File: config.mk
export PLATFORM = sky130hd
export DESIGN_NAME = cmd_pkt_decoder
export DESIGN_NICKNAME = d
export VERILOG_FILES = /design/src/rtl/cpd_pkg.sv /design/src/rtl/cpd_hdr_split.sv /design/src/rtl/cpd_regfile.sv /design/src/rtl/cmd_pkt_decoder.sv
export SDC_FILE = /design/constraint.sdc
export NUM_CORES = 2
export LEC_CHECK = 0
export ABC_AREA = 1
export BUFFER_PORTS_ARGS = -buffer_cell sky130_fd_sc_hd__buf_4
export CAP_MARGIN = 20
export CELL_PAD_IN_SITES_DETAIL_PLACEMENT = 1
export CELL_PAD_IN_SITES_GLOBAL_PLACEMENT = 2
export CORE_ASPECT_RATIO = 0.9
export CORE_MARGIN = 4
export CORE_UTILIZATION = 40
export CTS_CLUSTER_DIAMETER = 60
export DETAILED_ROUTE_END_ITERATION = 8
export PLACE_DENSITY_LB_ADDON = 0.12
export REMOVE_ABC_BUFFERS = 1
export SLEW_MARGIN = 10
export SYNTH_ARGS = -nofsm -noshare
export SYNTH_HDL_FRONTEND = slang
export SYNTH_SLANG_ARGS = --single-unit
File: constraint.sdc
create_clock -name clk -period 9.6 [get_ports clk]
set_input_delay 0.96 -clock clk [delete_from_list [all_inputs] [get_ports clk]]
set_output_delay 0.96 -clock clk [all_outputs]
set_load 0.01 [all_outputs]
File: src/rtl/cpd_pkg.sv
package cpd_pkg;

   typedef enum logic [1:0] {
      KIND_REG_BURST = 2'd0,
      KIND_REG_PAIR  = 2'd1,
      KIND_NOP       = 2'd2,
      KIND_OPCODE    = 2'd3
   } pkt_kind_e;

   localparam logic [6:0] OPC_INDIRECT   = 7'h3F;
   localparam logic [6:0] OPC_DRAW       = 7'h22;
   localparam logic [6:0] OPC_EVENT_MEM  = 7'h58;
   localparam logic [6:0] OPC_INVALIDATE = 7'h3B;

   localparam int LEN_W = 15;

   typedef struct packed {
      pkt_kind_e        kind;
      logic [LEN_W-1:0] len;
      logic [15:0]      base;
      logic [10:0]      pair_first;
      logic [10:0]      pair_second;
      logic [6:0]       opc;
   } hdr_t;

endpackage

File: src/rtl/cpd_hdr_split.sv
module cpd_hdr_split
   import cpd_pkg::*;
(
   input  logic [31:0] word,
   output hdr_t        hdr
);
   logic [LEN_W-1:0] field_len;

   always_comb begin
      field_len = {1'b0, word[29:16]} + LEN_W'(1);
      hdr.kind        = pkt_kind_e'(word[31:30]);
      hdr.base        = word[15:0];
      hdr.pair_first  = word[10:0];
      hdr.pair_second = word[21:11];
      hdr.opc         = word[14:8];
      unique case (word[31:30])
         2'd0, 2'd3: hdr.len = field_len;
         2'd1:       hdr.len = LEN_W'(2);
         default:    hdr.len = '0;
      endcase
      if (word == 32'h0) hdr.len = '0;
   end
endmodule

File: src/rtl/cpd_regfile.sv
module cpd_regfile #(
   parameter int REG_COUNT = 64,
   parameter int DW        = 32,
   parameter int IW        = 16
) (
   input  logic          clk,
   input  logic          rst_n,
   input  logic          wr_req,
   input  logic [IW:0]   wr_idx,
   input  logic [DW-1:0] wr_data,
   output logic          wr_taken,
   input  logic [IW-1:0] rd_idx,
   output logic [DW-1:0] rd_data
);
   if (REG_COUNT < 1 || REG_COUNT > (1 << IW)) begin : g_bad_count
      $error("cpd_regfile: REG_COUNT out of range");
   end

   logic [DW-1:0] rows [REG_COUNT];

   assign wr_taken = wr_req && (wr_idx < (IW+1)'(REG_COUNT));

   for (genvar r = 0; r < REG_COUNT; r++) begin : g_row
      always_ff @(posedge clk) begin
         if (!rst_n)
            rows[r] <= '0;
         else if (wr_taken && wr_idx == (IW+1)'(r))
            rows[r] <= wr_data;
      end
   end

   always_comb begin
      rd_data = '0;
      for (int r = 0; r < REG_COUNT; r++)
         if (rd_idx == IW'(r)) rd_data = rows[r];
   end
endmodule

File: src/rtl/cmd_pkt_decoder.sv
module cmd_pkt_decoder
   import cpd_pkg::*;
#(
   parameter int REG_COUNT = 64
) (
   input  logic        clk,
   input  logic        rst_n,
   input  logic        in_valid,
   input  logic [31:0] in_data,
   output logic        in_ready,
   input  logic [15:0] rd_idx,
   output logic [31:0] rd_data,
   output logic        reg_we,
   output logic [15:0] reg_idx,
   output logic [31:0] reg_wdata,
   output logic        draw_valid,
   output logic [15:0] draw_count,
   output logic [5:0]  draw_prim,
   output logic        mem_we,
   output logic [31:0] mem_addr,
   output logic [31:0] mem_wdata,
   output logic        ib_valid,
   output logic [31:0] ib_addr,
   output logic [31:0] ib_len,
   output logic        inv_valid,
   output logic [31:0] inv_mask,
   output logic        pkt_done,
   output logic [14:0] pkt_words
);
   localparam int IW = 16;

   hdr_t             hdr_now, hdr_q;
   logic             busy_q, ready_q;
   logic [LEN_W-1:0] pos_q;
   logic [31:0]      held_addr_q;
   logic             accept, last_word, wr_req, wr_taken;
   logic [IW:0]      wr_idx;

   cpd_hdr_split u_split (.word(in_data), .hdr(hdr_now));

   assign in_ready  = ready_q;
   assign accept    = in_valid && ready_q;
   assign last_word = busy_q && (pos_q == hdr_q.len - LEN_W'(1));

   always_comb begin
      wr_req = 1'b0;
      wr_idx = '0;
      if (accept && busy_q) begin
         unique case (hdr_q.kind)
            KIND_REG_BURST: begin
               wr_req = 1'b1;
               wr_idx = {1'b0, hdr_q.base} + (IW+1)'(pos_q);
            end
            KIND_REG_PAIR: begin
               wr_req = 1'b1;
               wr_idx = (pos_q == '0) ? (IW+1)'(hdr_q.pair_first)
                                      : (IW+1)'(hdr_q.pair_second);
            end
            default: ;
         endcase
      end
   end

   cpd_regfile #(.REG_COUNT(REG_COUNT), .DW(32), .IW(IW)) u_rf (
      .clk(clk), .rst_n(rst_n),
      .wr_req(wr_req), .wr_idx(wr_idx), .wr_data(in_data),
      .wr_taken(wr_taken), .rd_idx(rd_idx), .rd_data(rd_data)
   );

   always_ff @(posedge clk) begin
      if (!rst_n) begin
         ready_q <= 1'b0; busy_q <= 1'b0; hdr_q <= '0; pos_q <= '0;
         held_addr_q <= '0;
         reg_we <= 1'b0; reg_idx <= '0; reg_wdata <= '0;
         draw_valid <= 1'b0; draw_count <= '0; draw_prim <= '0;
         mem_we <= 1'b0; mem_addr <= '0; mem_wdata <= '0;
         ib_valid <= 1'b0; ib_addr <= '0; ib_len <= '0;
         inv_valid <= 1'b0; inv_mask <= '0;
         pkt_done <= 1'b0; pkt_words <= '0;
      end else begin
         ready_q    <= 1'b1;
         reg_we     <= wr_taken;
         draw_valid <= 1'b0;
         mem_we     <= 1'b0;
         ib_valid   <= 1'b0;
         inv_valid  <= 1'b0;
         pkt_done   <= 1'b0;
         if (wr_taken) begin
            reg_idx   <= wr_idx[IW-1:0];
            reg_wdata <= in_data;
         end
         if (accept && !busy_q) begin
            if (hdr_now.len == '0) begin
               pkt_done  <= 1'b1;
               pkt_words <= 15'd1;
            end else begin
               busy_q <= 1'b1;
               hdr_q  <= hdr_now;
               pos_q  <= '0;
            end
         end else if (accept) begin
            pos_q <= pos_q + LEN_W'(1);
            if (hdr_q.kind == KIND_OPCODE) begin
               unique case (hdr_q.opc)
                  OPC_INDIRECT: begin
                     if (pos_q == LEN_W'(0)) held_addr_q <= in_data;
                     if (pos_q == LEN_W'(1)) begin
                        ib_valid <= 1'b1;
                        ib_addr  <= held_addr_q;
                        ib_len   <= in_data;
                     end
                  end
                  OPC_DRAW: begin
                     if (pos_q == LEN_W'(1) && in_data[7:6] == 2'd2) begin
                        draw_valid <= 1'b1;
                        draw_count <= in_data[31:16];
                        draw_prim  <= in_data[5:0];
                     end
                  end
                  OPC_EVENT_MEM: begin
                     if (pos_q == LEN_W'(1)) held_addr_q <= {in_data[31:2], 2'b00};
                     if (pos_q == LEN_W'(2)) begin
                        mem_we    <= 1'b1;
                        mem_addr  <= held_addr_q;
                        mem_wdata <= in_data;
                     end
                  end
                  OPC_INVALIDATE: begin
                     if (pos_q == LEN_W'(0)) begin
                        inv_valid <= 1'b1;
                        inv_mask  <= in_data;
                     end
                  end
                  default: ;
               endcase
            end
            if (last_word) begin
               busy_q    <= 1'b0;
               pkt_done  <= 1'b1;
               pkt_words <= hdr_q.len + LEN_W'(1);
            end
         end
      end
   end
endmodule

* Word-level counts from Yosys, hierarchy flattened
Memories as Yosys holds them, arrays and structs flattened.
Cells that the tools add are included.
** Storage, ports and cells
- Memories kept :: 1
- Output and inout port bits :: 284
- Bits in writable memories :: 2048
- Logic and storage cells :: 695
- Input port bits :: 51
- Bits in registers :: 362
** Operators by class
- $add $sub $neg :: 5
- Reductions and logical operators :: 96
- Magnitude comparators :: 1
- Equality and inequality tests :: 142
- Bitwise gates (word level) :: 73
- Mux-type cells :: 351
** Memory list
- u_rf.rows :: words 64, bits a word 32, read ports 64, clocked after Yosys merged registers in 0, write ports 64, line cpd_regfile.sv:19 : logic [DW-1:0] rows [REG_COUNT];
** Operators by type and width (number)
- 32-bit 2-to-1 mux :: 130
- 17-bit by 6-bit == test with 1-bit output (second input constant) :: 32
- 16-bit by 6-bit == test with 1-bit output (second input constant) :: 32
- 17-bit by 5-bit == test with 1-bit output (second input constant) :: 16
- 16-bit by 5-bit == test with 1-bit output (second input constant) :: 16
- 1-bit 2-to-1 mux :: 208
- 17-bit by 4-bit == test with 1-bit output (second input constant) :: 8
- 16-bit by 4-bit == test with 1-bit output (second input constant) :: 8
- 15-bit 2-to-1 mux :: 8
- 1-bit logical AND :: 70
- 17-bit by 3-bit == test with 1-bit output (second input constant) :: 4
- 16-bit by 3-bit == test with 1-bit output (second input constant) :: 4
- 1-bit OR :: 64
- 32-bit one-hot mux with 2 select lines :: 1
- 17-bit by 2-bit == test with 1-bit output (second input constant) :: 2
- 17-bit one-hot mux with 2 select lines :: 1
- 16-bit by 2-bit == test with 1-bit output (second input constant) :: 2
- 32-bit logical NOT :: 1
- 15-bit by 1-bit adder with 15-bit output (second input constant) :: 2
- 15-bit logical NOT :: 2
- 15-bit one-hot mux with 2 select lines :: 1
- 7-bit by 6-bit == test with 1-bit output (second input constant) :: 3
- 5-bit AND reduction :: 4
- 5-bit OR reduction :: 4
- other kinds (26) :: 45

* Logic depth before layout (Yosys ltp)
- Depth after elaboration :: 65
- Mapped depth :: 125

* By module
From an unflattened synthesis, not the netlist that was laid out.
** Second synthesis, totals
- Cell total of the unflattened synthesis :: 12607
- Area total of the unflattened synthesis :: 113356.2 um2
** By module, submodules not included
- cpd_regfile :: cells each 10349, times used 1, area an instance 97195.7 um2
- cmd_pkt_decoder :: cells each 2081, times used 1, area an instance 15175.8 um2
- cpd_hdr_split :: cells each 177, times used 1, area an instance 984.7 um2

* Worst setup path before layout
No wires, ideal clock.
- Kind :: input -> output
- Start point :: input rd_idx[13]
- End point :: output rd_data[1]
- Setup slack :: 1.780 ns
- Stages on the path :: 120
- Arrival time :: 6.860 ns
- Data required time :: 8.640 ns
- Path through :: nor2_1 > nand2_2 > nor2_8 > nand2_4 > nor2_4 > inv_2 > buf_4 > or2_0 > nand2_1 > nand2_1 > nand2_1 > nand2_1 > nand2_1 > nand2_1 > nand2_1 > nand2_1 > nand2_1 > nand2_1 > (+84 left out) > nand2_1 > nand2_1 > nand2_1 > nand2_1 > nand2_1 > nand2_1 > nand2_1 > nand2_1 > nand2_1 > nand2_1 > nand2_1 > nand2_1 > nand2_1 > nand2_1 > nand2_1 > nand2_1 > nand2_1 > nand2_1
** Between the ends
- Longest elaborated chain between the ends :: 65
- Elaborated cells between the ends (all ways) :: 128
- Those cells by class :: 63 x eq/ne; 64 x mux; 1 x reduce/logical
** RTL lines
- start, declared :: line cmd_pkt_decoder.sv:11 : input logic [15:0] rd_idx,
- 16-bit logical NOT :: line cpd_regfile.sv:35 : if (rd_idx == IW'(r)) rd_data = rows[r];
- 32-bit 2-to-1 mux (63 in a row) :: line cpd_regfile.sv:35
- 32-bit 2-to-1 mux * :: line cpd_regfile.sv:35
- end, declared :: line cmd_pkt_decoder.sv:12 : output logic [31:0] rd_data,
Mark *: on every way between the ends. The rest lies on a longest branch, timed or not.

* Final worst setup path
- Start point :: input rd_idx[12]
- End point :: output rd_data[14]
The elaborated chain is that of the path after synthesis.

==> implementation parameters <==
Parameter                              Value

Outcome
  Status ... complete, but fails checks
  Violations in the final reports ... setup timing

Routing
  Vias per inst ... approximately 5.3
  Count of unresolved DRC violations after routing ... 0
  Violation count after the first detailed-route iteration ... around 8,800
  Post-detailed-route count of antenna-violating nets ... 0
  Number of detailed-route iterations in the first pass ... 8
  Total number of vias ... slightly above 90,000
  WL per Instance ... roughly 26 microns
  Total wirelength of the detailed-routed design ... about 440,000 microns

Power and ir drop
  Pwr Density ... approximately 170 nW/um^2
  Peak ir drop on the vdd network ... approximately 0.14 mV
  Pwr Total ... around 23 mW
  Leak pwr ... 58.9 nW

Worst setup path
  Number of buffers and inverters on the critical path ... 8
  Largest fanout on the critical path ... 9
  Flop-to-flop setup slack ... ~1.9 ns
  Critical path capture point type ... output pin
  Critical path depth in cells ... 129
  Worst path slowest cell ... sky130_fd_sc_hd__o21ai_2
  Cell depth of the worst flop-to-flop path ... 33
  CP Launch Type ... input pin
  RR Endpoint ... u_rf.rows[1][8]$_SDFFCE_PN0P_
  Crit-path most repeated cell ... sky130_fd_sc_hd__nand2_1
  Critical Path AT ... 11.01 ns
  Crit-path leading delay family ... simple AND/OR/NAND/NOR gates
  Required time of the critical path ... slightly below 9 ns
  Type of the worst setup path ... input pin to output pin
  Largest stage delay on the critical path ... between 0.2 and 0.25 ns
  Startpoint of the worst register-to-register path ... pos_q[0]$_SDFFE_PN0P_

Floorplanning
  Overall die width ... 573 microns
  Cell row count ... 186
  Chip height ... about 520 microns
  Number of ports placed on the die boundary ... ~340
  Starting density of the core ... 0.402
  Placeable Area ... around 290,000 sq um
  Die ar. ... roughly 300,000 sq um

STA
  Share of the clock period used by the worst path after layout ... 1.25
  Worst-Margin Slew ... between 1 and 1.5 ns
  TNS Setup ... -66.75 ns
  Maximum clock rate ... 0.0836 GHz
  Slew Viols, Final ... 0
  Worst relative slew slack ... 0.236
  Final setup margin ... -2.37 ns
  Final period demand of the worst path ... between 10 and 15 ns
  Endpoints failing setup ... 32
  Setup repair after global routing missed its margin ... yes
  Worst clock skew on the final layout ... between 0.03 and 0.04 ns
  Hold Violations, Final ... 0

CTS
  Clock net sink count ... approximately 2,400
  Clock-pin transition on the worst setup and hold timing paths ... roughly 0.06 ns
  Clock tree from TritonCTS ... done
  Later-pin clock latency in the skew report ... 0.87 ns
  Number of clock buffers inserted by TritonCTS ... around 290
  Deepest level of the CTS H-tree ... 5
  Deepest clock path buffer count ... 4
  Root buf cell ... sky130_fd_sc_hd__clkbuf_16

Logic synthesis
  Number of distinct library cells after synthesis ... 60
  Async set or reset register ratio after synthesis ... 0
  Post-synthesis register bit count ... between 2,000 and 2,500
  Portion of the post-synthesis area used by sequential elements ... 0.593
  Biggest area consumer among synthesized cells ... sky130_fd_sc_hd__edfxtp_1
  Mean post-synth cell area ... 8.96 sq um
  Yosys synthesis warning count ... 0
  Dominant register cell in the synthesized netlist ... sky130_fd_sc_hd__edfxtp_1
  Synthesized area ... 115,000 sq um
  Number of flops mapped to enable cells by yosys ... a little over 2,000
  Gate Count Post-Synth ... roughly 13,000
  Proportion of netlist area held by the largest area contributor ... 0.534
  Cell types with the largest area share after synthesis ... sky130_fd_sc_hd__edfxtp_1 (53%), sky130_fd_sc_hd__nand2_1 (12%), sky130_fd_sc_hd__nor2_1 (8.7%)

Global route
  Met2 capacity usage during global routing ... 0.455
  Vias in the first global route ... around 93,000
  GRT met3 Usage ... 0.0498
  Remaining Overflow, GRT ... 0
  Global Route met1 Usage ... 0.405
  Layer with the highest usage ... met2
  Initial antenna violation count ... 17
  Global-route wire length before repair ... 636,000 microns
  Maximum number of pins on one net before global-route repair ... between 90 and 100
  Aggregate global-route resource usage ... 0.287

Placement
  Placed Cells ... about 17,000
  Dpl hpwl ... about 280,000 microns
  Routability-driven placement congestion ratio ... roughly 0.87
  Quantity of I/O buffers inserted on ports ... 334

Cells and area
  Final layout net count ... 13,188
  Flip-flop and latch area ... 68,300 sq um
  Synth-to-layout area growth ... 17.2%
  Core occupancy in the finished layout ... 0.472
  Multi-input logic area ... between 40,000 and 50,000 sq um
  Count of non-filler cells in the finished layout ... 17,093
  Fraction of final layout cells with drive strength greater than 1 ... 0.271
  Final-layout fill cell count ... roughly 32,000

Flow run
  Count of maximum capacitance violations ... 0

Min path
  Path category of the worst min-delay check ... input pin to register
  Worst Hold Path Cells ... 3
  Worst Min Path Start ... in_data[5]
  Hold Path End ... ib_len[5]$_SDFFE_PN0P_
synth_stat cells (all sizes together) (8+ instances only):
master       instances
nand2             3743
nor2              2683
edfxtp            2048
or2               1528
clkbuf             670
inv                400
dfxtp              339
o21ai              304
buf                237
a21oi              221
a211oi             191
nand3              170
nand4               71
clkinv              36
nor3                34
ha                  26
xor2                21
nor4                17
dlygate4sd1         15
o211ai              13
o22ai               12
o221ai               9
a31oi                8
worst max-delay path by stage:
stage / start / end / slack (ns)
floorplan: pos_q[0]$_SDFFE_PN0P_ / u_rf.rows[0][1000]$_SDFFCE_PN0P_ / -2.79
global placement: rd_idx[6] / rd_data[23] / -3.21
detailed placement: rd_idx[6] / rd_data[0] / -3.24
CTS: rd_idx[6] / rd_data[29] / -2.49
global route: rd_idx[10] / rd_data[14] / -3.33
finish: rd_idx[12] / rd_data[14] / -2.37
kinds of logic (layout without fill, tap and decap cells):
| family | Yosys count | in the layout | synth area share |
|---|---|---|---|
| fa+ha+maj | 27 | 27 | 0.00300 |
| xor+xnor | 28 | 28 | 0.00213 |
| compound gates | 784 | 784 | 0.0398 |
| other cells | 0 | 7 | 0 |
| simple gates | 8263 | 8263 | 0.309 |
| buf+inv | 1366 | 1837 | 0.0533 |
| flops | 2387 | 2387 | 0.593 |
report_power, final:
part | internal (mW) | switching, mW
Combinational | 0.134 | 0.776
Clock | 6.09 | 4.52
Sequential | 11.5 | 0.0944
timing repair:
item,4_1_cts,5_1_grt
pin swaps,277,354
gates cloned,1,1
setup endpoints to repair,32,32
hold endpoints to repair,0,0
hold buffers,0,0
setup buffers,23,13
resized for setup,555,265
stage by stage:
| step | hold WS, ns | setup WS [ns] | area (sq um) |
|---|---|---|---|
| global route | 0.395 | -3.33 | 135000 |
| floorplan | 0.447 | -2.79 | 111000 |
| global placement | 0.445 | -3.21 | 123000 |
| finish | 0.418 | -2.37 | 135000 |
| detailed placement | 0.449 | -3.24 | 123000 |
| CTS | 0.354 | -2.49 | 134000 |
cells in the final DEF, fill, tap and decap left out, types with 34 or more instances in the layout:
master                      count
sky130_fd_sc_hd__a211oi_1     191
sky130_fd_sc_hd__a21oi_1      217
sky130_fd_sc_hd__buf_12        66
sky130_fd_sc_hd__buf_4        785
sky130_fd_sc_hd__clkbuf_1      74
sky130_fd_sc_hd__clkbuf_16    298
sky130_fd_sc_hd__clkinv_1      73
sky130_fd_sc_hd__clkinv_2      34
sky130_fd_sc_hd__dfxtp_1      339
sky130_fd_sc_hd__edfxtp_1    2048
sky130_fd_sc_hd__inv_1        347
sky130_fd_sc_hd__nand2_1     3149
sky130_fd_sc_hd__nand2_2      543
sky130_fd_sc_hd__nand2_4       49
sky130_fd_sc_hd__nand3_1      151
sky130_fd_sc_hd__nand4_1       71
sky130_fd_sc_hd__nor2_1      2652
sky130_fd_sc_hd__o21ai_0      159
sky130_fd_sc_hd__o21ai_1       47
sky130_fd_sc_hd__o21ai_2       74
sky130_fd_sc_hd__or2_2       1485
final cells by class:
| class | instances | area share |
|---|---|---|
| clock buffers | 389 | 0.0589 |
| multi-input cells | 9102 | 0.322 |
| inverters | 436 | 0.0132 |
| well taps | 3760 | 0.0349 |
| repair buffers | 894 | 0.0578 |
| diodes | 7 | 0.000130 |
| clock inverters | 118 | 0.00691 |
| flip-flops and latches | 2387 | 0.506 |
sequential cells by signal, summed over array words and instances, names as in the netlist:
| signal | cells |
|---|---|
| reg_wdata | 32 |
| ib_addr | 32 |
| pos_q | 15 |
| draw_valid | 1 |
| hdr_q | 39 |
| reg_we | 1 |
| mem_addr | 32 |
| u_rf.rows | 2048 |
| mem_wdata | 32 |
| inv_valid | 1 |
| inv_mask | 32 |
| ib_valid | 1 |
| pkt_words | 15 |
| in_ready | 1 |
| draw_prim | 6 |
| pkt_done | 1 |
| mem_we | 1 |
| busy_q | 1 |
| ib_len | 32 |
| draw_count | 16 |
| held_addr_q | 32 |
| reg_idx | 16 |
layer usage:
layer,part of all wire,vias up
met5,0.000030,-
met4,0.031,2
met2,0.45,2774
li1,-,41698
met1,0.45,46322
met3,0.071,604
worst register-to-register path: cells and delay by family, from the launching register on:
| kind | cells | cell delay [ns] |
|---|---|---|
| adders and majority gates | 2 | 0.67 |
| and+or+nand+nor | 14 | 2.64 |
| DFF | 1 | 0.38 |
| buffers and inverters | 11 | 3.09 |
| AOI/OAI and AO/OA | 6 | 0.81 |
(Power assumes the default switching activity.)
